==> config.mk <==
export PLATFORM = sky130hd
export DESIGN_NAME = spi_status_ctrl
export DESIGN_NICKNAME = d
export VERILOG_FILES = /design/src/rtl/spi_sr_pkg.sv /design/src/rtl/spi_pin_sync.sv /design/src/rtl/spi_shift_in.sv /design/src/rtl/sr_write_timer.sv /design/src/rtl/sr_serial_out.sv /design/src/rtl/spi_status_ctrl.sv
export SDC_FILE = /design/constraint.sdc
export NUM_CORES = 1
export LEC_CHECK = 0
export ABC_AREA = 1
export BUFFER_PORTS_ARGS = -buffer_cell sky130_fd_sc_hd__buf_2
export CAP_MARGIN = 20
export CORE_ASPECT_RATIO = 2
export CORE_UTILIZATION = 50
export CTS_BUF_LIST = sky130_fd_sc_hd__clkbuf_4
export DETAILED_ROUTE_END_ITERATION = 16
export GPL_ROUTABILITY_DRIVEN = 0
export PLACE_DENSITY = 0.66
export SLEW_MARGIN = 20
export SYNTH_ARGS = -nofsm -noshare
export SYNTH_HDL_FRONTEND = slang
export SYNTH_SLANG_ARGS = --single-unit
==> constraint.sdc <==
create_clock -name clk_i -period 2.12 [get_ports clk_i]
set_input_delay 0.424 -clock clk_i [delete_from_list [all_inputs] [get_ports clk_i]]
set_output_delay 0.424 -clock clk_i [all_outputs]
set_load 0.005 [all_outputs]
==> src/rtl/spi_sr_pkg.sv <==
package spi_sr_pkg;
  localparam int unsigned OP_W       = 8;
  localparam int unsigned FRAME_BITS = 16;
  localparam int unsigned STAT_W     = 8;
  localparam int unsigned LOCK_BIT   = 7;
  localparam int unsigned BP_HI      = 3;
  localparam int unsigned BP_LO      = 2;
  localparam int unsigned BP_W       = BP_HI - BP_LO + 1;

  typedef enum logic [OP_W-1:0] {
    OP_WRSR = 8'h01,
    OP_WRDI = 8'h04,
    OP_RDSR = 8'h05,
    OP_WREN = 8'h06
  } sr_op_e;
endpackage

==> src/rtl/spi_pin_sync.sv <==
module spi_pin_sync #(
  parameter int unsigned STAGES = 2
) (
  input  logic clk_i,
  input  logic rst_ni,
  input  logic sck_i,
  input  logic cs_ni,
  input  logic sdi_i,
  output logic cs_s_o,
  output logic sdi_s_o,
  output logic sck_rise_o,
  output logic sck_fall_o,
  output logic cs_rise_o
);
  // bit 2 = sck, bit 1 = cs_n, bit 0 = sdi
  localparam logic [2:0] IDLE_PINS = 3'b010;

  logic [2:0] chain_q [STAGES];
  logic [2:0] prev_q;

  always_ff @(posedge clk_i or negedge rst_ni) begin
    if (!rst_ni) begin
      for (int i = 0; i < int'(STAGES); i++) chain_q[i] <= IDLE_PINS;
      prev_q <= IDLE_PINS;
    end else begin
      chain_q[0] <= {sck_i, cs_ni, sdi_i};
      for (int i = 1; i < int'(STAGES); i++) chain_q[i] <= chain_q[i-1];
      prev_q <= chain_q[STAGES-1];
    end
  end

  assign cs_s_o     = chain_q[STAGES-1][1];
  assign sdi_s_o    = chain_q[STAGES-1][0];
  assign sck_rise_o = chain_q[STAGES-1][2] & ~prev_q[2];
  assign sck_fall_o = ~chain_q[STAGES-1][2] & prev_q[2];
  assign cs_rise_o  = chain_q[STAGES-1][1] & ~prev_q[1];
endmodule

==> src/rtl/spi_shift_in.sv <==
module spi_shift_in #(
  parameter int unsigned OP_W       = 8,
  parameter int unsigned FRAME_BITS = 16,
  localparam int unsigned CNT_MAX   = FRAME_BITS + 1,
  localparam int unsigned CNT_W     = $clog2(CNT_MAX + 1)
) (
  input  logic             clk_i,
  input  logic             rst_ni,
  input  logic             cs_s_i,
  input  logic             sck_rise_i,
  input  logic             sdi_i,
  output logic [CNT_W-1:0] bit_cnt_o,
  output logic [OP_W-1:0]  shreg_o,
  output logic [OP_W-1:0]  opcode_o,
  output logic             op_valid_o
);
  logic [CNT_W-1:0] cnt_q;
  logic [OP_W-1:0]  sr_q, op_q;
  logic             opv_q;
  logic [OP_W-1:0]  sr_next;

  assign sr_next = {sr_q[OP_W-2:0], sdi_i};

  always_ff @(posedge clk_i or negedge rst_ni) begin
    if (!rst_ni) begin
      cnt_q <= '0;
      sr_q  <= '0;
      op_q  <= '0;
      opv_q <= 1'b0;
    end else if (cs_s_i) begin
      cnt_q <= '0;
      opv_q <= 1'b0;
    end else if (sck_rise_i) begin
      sr_q <= sr_next;
      if (cnt_q != CNT_W'(CNT_MAX)) cnt_q <= cnt_q + 1'b1;
      if (cnt_q == CNT_W'(OP_W - 1)) begin
        op_q  <= sr_next;
        opv_q <= 1'b1;
      end
    end
  end

  assign bit_cnt_o  = cnt_q;
  assign shreg_o    = sr_q;
  assign opcode_o   = op_q;
  assign op_valid_o = opv_q;
endmodule

==> src/rtl/sr_write_timer.sv <==
module sr_write_timer #(
  parameter int unsigned TW_CYCLES = 5000,
  localparam int unsigned TW_W     = (TW_CYCLES > 1) ? $clog2(TW_CYCLES) : 1
) (
  input  logic clk_i,
  input  logic rst_ni,
  input  logic start_i,
  output logic busy_o,
  output logic done_o
);
  logic [TW_W-1:0] left_q;
  logic            busy_q;

  assign done_o = busy_q && (left_q == '0);

  always_ff @(posedge clk_i or negedge rst_ni) begin
    if (!rst_ni) begin
      busy_q <= 1'b0;
      left_q <= '0;
    end else if (start_i && !busy_q) begin
      busy_q <= 1'b1;
      left_q <= TW_W'(TW_CYCLES - 1);
    end else if (done_o) begin
      busy_q <= 1'b0;
    end else if (busy_q) begin
      left_q <= left_q - 1'b1;
    end
  end

  assign busy_o = busy_q;
endmodule

==> src/rtl/sr_serial_out.sv <==
module sr_serial_out #(
  parameter int unsigned W   = 8,
  localparam int unsigned IDX_W = $clog2(W)
) (
  input  logic         clk_i,
  input  logic         rst_ni,
  input  logic         cs_s_i,
  input  logic         sck_fall_i,
  input  logic         reading_i,
  input  logic [W-1:0] word_i,
  output logic         sdo_o
);
  logic [IDX_W-1:0] idx_q;
  logic             sdo_q;

  always_ff @(posedge clk_i or negedge rst_ni) begin
    if (!rst_ni) begin
      idx_q <= IDX_W'(W - 1);
      sdo_q <= 1'b0;
    end else if (cs_s_i) begin
      idx_q <= IDX_W'(W - 1);
    end else if (sck_fall_i && reading_i) begin
      sdo_q <= word_i[idx_q];
      idx_q <= (idx_q == '0) ? IDX_W'(W - 1) : idx_q - 1'b1;
    end
  end

  assign sdo_o = sdo_q;
endmodule

==> src/rtl/spi_status_ctrl.sv <==
module spi_status_ctrl
  import spi_sr_pkg::*;
#(
  parameter int unsigned TW_CYCLES   = 5000,
  parameter int unsigned SYNC_STAGES = 2
) (
  input  logic            clk_i,
  input  logic            rst_ni,
  input  logic            spi_sck_i,
  input  logic            spi_cs_ni,
  input  logic            spi_sdi_i,
  output logic            spi_sdo_o,
  output logic            spi_sdo_oe_o,
  output logic [BP_W-1:0] bp_o
);
  localparam int unsigned CNT_W = $clog2(FRAME_BITS + 2);

  logic             cs_s, sdi_s, sck_rise, sck_fall, cs_rise;
  logic [CNT_W-1:0] bit_cnt;
  logic [OP_W-1:0]  shreg, opcode;
  logic             op_valid;
  logic             busy, tmr_done;
  logic             wel_q, lock_q, pend_lock_q;
  logic [BP_W-1:0]  bp_q, pend_bp_q;
  logic [STAT_W-1:0] stat_w;
  logic             cmd_ok, wren_go, wrdi_go, wrsr_go, reading;

  spi_pin_sync #(.STAGES(SYNC_STAGES)) u_sync (
    .clk_i, .rst_ni,
    .sck_i(spi_sck_i), .cs_ni(spi_cs_ni), .sdi_i(spi_sdi_i),
    .cs_s_o(cs_s), .sdi_s_o(sdi_s),
    .sck_rise_o(sck_rise), .sck_fall_o(sck_fall), .cs_rise_o(cs_rise)
  );

  spi_shift_in #(.OP_W(OP_W), .FRAME_BITS(FRAME_BITS)) u_shift (
    .clk_i, .rst_ni,
    .cs_s_i(cs_s), .sck_rise_i(sck_rise), .sdi_i(sdi_s),
    .bit_cnt_o(bit_cnt), .shreg_o(shreg), .opcode_o(opcode), .op_valid_o(op_valid)
  );

  sr_write_timer #(.TW_CYCLES(TW_CYCLES)) u_timer (
    .clk_i, .rst_ni, .start_i(wrsr_go), .busy_o(busy), .done_o(tmr_done)
  );

  // commit only on the chip-select rise, only when idle
  assign cmd_ok  = cs_rise && !busy && op_valid;
  assign wren_go = cmd_ok && bit_cnt == CNT_W'(OP_W) && opcode == OP_WREN;
  assign wrdi_go = cmd_ok && bit_cnt == CNT_W'(OP_W) && opcode == OP_WRDI;
  assign wrsr_go = cmd_ok && bit_cnt == CNT_W'(FRAME_BITS) && opcode == OP_WRSR && wel_q;

  always_ff @(posedge clk_i or negedge rst_ni) begin
    if (!rst_ni) begin
      wel_q       <= 1'b0;
      lock_q      <= 1'b0;
      bp_q        <= '0;
      pend_lock_q <= 1'b0;
      pend_bp_q   <= '0;
    end else begin
      if (wrsr_go) begin
        pend_lock_q <= shreg[LOCK_BIT];
        pend_bp_q   <= shreg[BP_HI:BP_LO];
      end
      if (tmr_done) begin
        lock_q <= pend_lock_q;
        bp_q   <= pend_bp_q;
        wel_q  <= 1'b0;
      end else if (wren_go) begin
        wel_q <= 1'b1;
      end else if (wrdi_go) begin
        wel_q <= 1'b0;
      end
    end
  end

  assign stat_w  = {lock_q, 3'b000, bp_q, wel_q, busy};
  assign reading = !cs_s && op_valid && opcode == OP_RDSR;

  sr_serial_out #(.W(STAT_W)) u_out (
    .clk_i, .rst_ni,
    .cs_s_i(cs_s), .sck_fall_i(sck_fall), .reading_i(reading),
    .word_i(stat_w), .sdo_o(spi_sdo_o)
  );

  assign spi_sdo_oe_o = reading;
  assign bp_o         = bp_q;
endmodule

Word-level counts from Yosys, hierarchy flattened
Cells that the tools add are included. W data, S select, Z words.

Input port bits: 5. Register bits after elaboration: 56. Logic and storage cells: 85. Output and inout bits: 4.

Order comparisons: 1. Add/sub/neg operators: 3. Reduce and logical (&&, ||, !) cells: 30. Eq/ne operators: 9. Bitwise gates (word level): 7. Muxes and demuxes: 19.

Operators with widths (count): $mux W13 (3); $eq A8 B3 Y1 const B (3); $mux W5 (3); $logic_and A1 B1 Y1 (13); $logic_not A13 Y1 (1); $sub A13 B1 Y13 const B (1); $reduce_bool A2 Y1 (6); $reduce_and A2 Y1 (5); $mux W1 (9); $mux W3 (3); $eq A8 B1 Y1 const B (1); $add A5 B1 Y5 const B (1); $eq A5 B3 Y1 const B (1); $eq A5 B4 Y1 const B (1); $eq A5 B5 Y1 const B (1); $ne A5 B5 Y1 const B (1); $lt A3 B4 Y1 const B (1); $not A1 Y1 (4); $and A1 B1 Y1 (3); $bmux W1 S3 (1); $logic_not A3 Y1 (1); $reduce_and A3 Y1 (1); $reduce_bool A3 Y1 (1); $sub A3 B1 Y3 const B (1); 2 further kinds (3).

Logic depth before layout (Yosys ltp)
Depth in word-level cells: 10. Mapped depth: 10. Gate-level depth less buffers: 10.

Modules after synthesis
From an unflattened synthesis, not the netlist that was laid out.

Cells, all modules: 359. Area, all modules: 2936.6 um^2.

By module, submodules not included: sr_write_timer (area each 1001.0 um^2, cells each 138, times used 1); spi_shift_in (area each 992.2 um^2, cells each 105, times used 1); spi_status_ctrl (area each 410.4 um^2, cells each 54, times used 1); sr_serial_out (area each 306.5 um^2, cells each 48, times used 1); spi_pin_sync (area each 226.5 um^2, cells each 14, times used 1).

Worst setup path after synthesis
OpenSTA, ideal clock, no wires.

Path type: reg2reg. Start point: register u_shift.cnt_q[0], in the netlist u_shift.bit_cnt_o[0]. End point: register u_timer.left_q[2]. Period minus slack after synthesis: 1.408 ns. Arrival time: 1.292 ns. Stages on the path, launching flop included: 10. Required time: 2.004 ns. Setup slack: 0.712 ns. Library setup time: 0.116 ns. Cells stage by stage: dfrtp_1 inv_1 ha_1 nand3_1 nor2_1 nand3_4 nand2_4 nand2_1 nand2_1 nand2_1.

Longest elaborated chain between the ends: 7.

RTL lines: start, declared (RTL line spi_shift_in.sv:17) `logic [CNT_W-1:0] cnt_q;`; start signal, assigned (RTL line spi_shift_in.sv:35) `if (cnt_q != CNT_W'(CNT_MAX)) cnt_q <= cnt_q + 1'b1;`; $eq A5 B5 Y1 (*) (RTL line spi_status_ctrl.sv:49) `assign wrsr_go = cmd_ok && bit_cnt == CNT_W'(FRAME_BITS) && opcode == OP_WRSR && wel_q;`; $logic_and A1 B1 Y1 (*) (3 in series) (RTL line spi_status_ctrl.sv:49); $logic_and A1 B1 Y1 (*) (RTL line sr_write_timer.sv:20) `end else if (start_i && !busy_q) begin`; $ne A2 B1 Y1 (no line) or $reduce_bool A2 Y1 (tied branches); $reduce_and A2 Y1 (no line); end signal, assigned (RTL line sr_write_timer.sv:22) `left_q <= TW_W'(TW_CYCLES - 1);`; end signal, assigned (RTL line sr_write_timer.sv:26) `left_q <= left_q - 1'b1;`; end, declared (RTL line sr_write_timer.sv:11) `logic [TW_W-1:0] left_q;`.

Every way passes the cells marked *; elsewhere a longest branch is shown, timed or not. A chain may end at the register's enable or synchronous reset.

Final worst setup path
Start point: register u_sync.chain_q (netlist bit u_sync.cs_s_o). End point: output spi_sdo_oe_o.

Longest elaborated chain between the ends: 3.

RTL lines: start, declared (RTL line spi_pin_sync.sv:18) `logic [2:0] chain_q [STAGES];`; $logic_not A1 Y1 (RTL line spi_status_ctrl.sv:76) `assign reading = !cs_s && op_valid && opcode == OP_RDSR;`; $logic_and A1 B1 Y1 (2 in series) (RTL line spi_status_ctrl.sv:76); end, declared (RTL line spi_status_ctrl.sv:13) `output logic spi_sdo_oe_o,`.

No other way between the ends.

==> results.json <==
{
  "status": "complete, no violations",
  "drc_errors": 0,
  "path_class": "flip-flop to primary output",
  "syn-num-nets": 351,
  "place_area_sq_um": 2880,
  "numCtsBuffers": 5,
  "arrival_ns": 1.52,
  "worstSkewPairLatency_ns": 0.40,
  "seq_area_sq_um": 1380,
  "timing.fmax_mhz": 515,
  "synth_cell_types": 32,
  "synth_area_per_cell_sq_um": 8.18,
  "r2r-end": "u_timer.left_q[8]",
  "crit_fanout": 8,
  "gr-usage-all-layers_pct": 22.2,
  "cts_setup_buffers": 0,
  "r2r_start": "u_shift.bit_cnt_o[0]",
  "drt_iter0_markers": 42,
  "final_cells": 416,
  "die_w_microns": 54.6,
  "drtPass1Iterations": 5,
  "antenna_cells": 0,
  "hold_violations": 0,
  "die_y_microns": 107,
  "hold_depth": 1,
  "io_buffers": 8,
  "hp-start": "spi_cs_ni",
  "wl_microns": 5660,
  "tightest_slew_ns": 0.501,
  "r2r_cells": 9,
  "routed_via_density": 5.26,
  "num_rows": 38,
  "syn_area_sq_um": 2770,
  "grt-ovfl-total": 0,
  "drv_slew": 0,
  "max_cap_viol_count": 0,
  "fill_cells": 536,
  "design_area_sq_um": 2960,
  "synthCells": 339,
  "grt_pass1_wl_microns": 9190,
  "start_util_pct": 51.6,
  "power.density_nw_per_um2": 583,
  "multi_input_area_sq_um": 1200,
  "period_share_pct": 91.6,
  "grt_max_degree": 23,
  "worstSetupEndpointType": "primary output",
  "place_hpwl_microns": 4390,
  "min_to": "u_sync.chain_q[4]",
  "cp.required_ns": 1.70,
  "wl_per_cell_microns": 13.6,
  "cts.clk_slew.worst_paths_ns": 0.14,
  "ys_warn_count": 0,
  "fin_worst_skew_ns": 0.0141,
  "vias": 2187,
  "ant_nets": 0,
  "rrSetupSlack_ns": 0.47,
  "ir_drop_mv": 0.627,
  "drive_gt1_share_pct": 13.5,
  "fin_crit_ns": 1.94,
  "setup_viol": 0,
  "syn_to_final_growth_pct": 6.64,
  "yosysSeqAreaShare_pct": 49.9,
  "core_area_sq_um": 5370,
  "synth-seq-cells": 55,
  "dieArea_sq_um": 5860,
  "tritoncts": "built",
  "rsz0062_at_grt": "false",
  "hold_class": "primary input to flip-flop",
  "dp_cells": 407,
  "cts_sinks": 55,
  "leakage_nw": 1.55,
  "cts.path.max_buffers": 2,
  "finalSetupTns_ns": 0,
  "grt_pass1_vias": 2129,
  "clockRootBuffer": "clkbuf_4",
  "ios": 9,
  "nets": 367,
  "relSlewSlack_pct": 66.6,
  "htree_levels": 2,
  "start_kind": "flip-flop",
  "antenna_found_initial": 0
}
through the flow:
step                      hold WS (ns)  setup slack [ns]  utilization, %  power, mW
after global routing            0.0910            0.0352            55.0       1.80
after CTS                        0.109             0.157            54.9       1.74
after global placement           0.339             0.497            53.6       1.28
after detailed placement         0.346             0.465            53.6       1.28
final                            0.119             0.178            55.0       1.72
after floorplan                  0.128             0.712               -       1.22
registers in the layout (all words and copies together) (netlist names), 3 cells and up:
register / flops
u_shift.opcode_o: 8
u_shift.shreg_o: 8
u_timer.left_q: 13
u_shift.bit_cnt_o: 5
u_out.idx_q: 3
u_sync.chain_q: 4
cell usage after synthesis:
cell      number  area (sq um)
xor2_1         2          17.5
dfrtp_1       49          1230
buf_2          1          5.00
o211ai_1       1          7.51
nor3_1         7          35.0
nor2_4         1          11.3
nand3b_1       5          37.5
o21ai_0       19          95.1
buf_6          2          22.5
nor4_1         1          6.26
nand3_2        1          10.0
nor3_4         1          16.3
nand3_1       21           105
inv_2          2          7.51
or2_2          1          6.26
a21oi_2        2          17.5
inv_1         41           154
a21oi_1        1          5.00
nand3_4        1          17.5
nand2_4        2          22.5
nor3b_1        1          7.51
o21ai_1        5          25.0
nand2_1       99           372
o21bai_1       1          7.51
nor2_1        39           146
nor2_2         2          12.5
ha_1           7          87.6
inv_4          1          6.26
nand4_1        8          50.1
o21ai_2        7          61.3
dfstp_2        6           158
nand2_2        2          12.5
worst max-delay path by stage:
stage	endpoint	startpoint	slack [ns]	cells past startpoint
6_report	spi_sdo_oe_o	u_sync.cs_s_o	0.18	4
5_1_grt	spi_sdo_oe_o	u_sync.cs_s_o	0.04	4
4_1_cts	spi_sdo_oe_o	u_sync.cs_s_o	0.16	4
3_5_place_dp	u_timer.left_q[8]	u_shift.bit_cnt_o[0]	0.46	9
3_3_place_gp	u_shift.opcode_o[0]	u_shift.bit_cnt_o[0]	0.50	6
2_1_floorplan	u_timer.left_q[2]	u_shift.bit_cnt_o[0]	0.71	9
kinds of logic (layout without fill, tap and decap cells):
| family | after synthesis | in the layout | synth area share, % |
|---|---|---|---|
| AND/OR/NAND/NOR | 192 | 192 | 31.3 |
| buffers and inverters | 47 | 64 | 7.04 |
| XOR/XNOR | 2 | 2 | 0.632 |
| flip-flops | 55 | 55 | 49.9 |
| adder cells (fa/ha/maj) | 7 | 7 | 3.16 |
| AO/OA/AOI/OAI | 36 | 36 | 7.90 |
cell type report:
class	instances	area share, %
Clock buffer	5	1.27
Sequential cell	55	46.8
Inverter	44	5.67
Clock inverter	3	0.677
Multi-Input combinational cell	237	40.6
Timing Repair Buffer	12	2.46
Tap cell	60	2.54
placed cells by master, fill, tap and decap left out, types with 3 or more instances in the layout:
| cell type | n |
|---|---|
| nand2_1 | 99 |
| dfrtp_1 | 49 |
| inv_1 | 41 |
| nor2_1 | 39 |
| nand3_1 | 21 |
| o21ai_0 | 19 |
| nand4_1 | 8 |
| buf_2 | 8 |
| nor3_1 | 7 |
| o21ai_2 | 7 |
| ha_1 | 7 |
| dfstp_2 | 6 |
| nand3b_1 | 5 |
| o21ai_1 | 5 |
| clkbuf_4 | 5 |
| buf_4 | 3 |
critical path, stage by stage, from the launching register on:
cell and delay, ns:
dfstp_2 0.44, inv_2 0.16, nand2_1 0.14, nor4_2 0.25, buf_2 0.15
power breakdown:
group          switching (mW)  internal, mW
clock network           0.333         0.128
registers              0.0296          1.10
logic                  0.0918        0.0370
per-layer routing:
metal,vias to the layer above,wire (microns),track usage (%),share of wire (%)
met5,-,0,0,0
met4,0,206,11.4,3.6
met3,16,164,4.80,2.9
met2,38,3140,39.2,55
met1,1028,2150,22.8,38
li1,1105,-,-,-
what timing repair did:
item / 4_1_cts / 5_1_grt
hold buffers: 1 / 0
endpoints found under the setup margin: 0 / 1
endpoints found under the hold margin: 17 / 0
resized for setup: 0 / 1
Note: power is estimated with default switching activity, not from simulation.
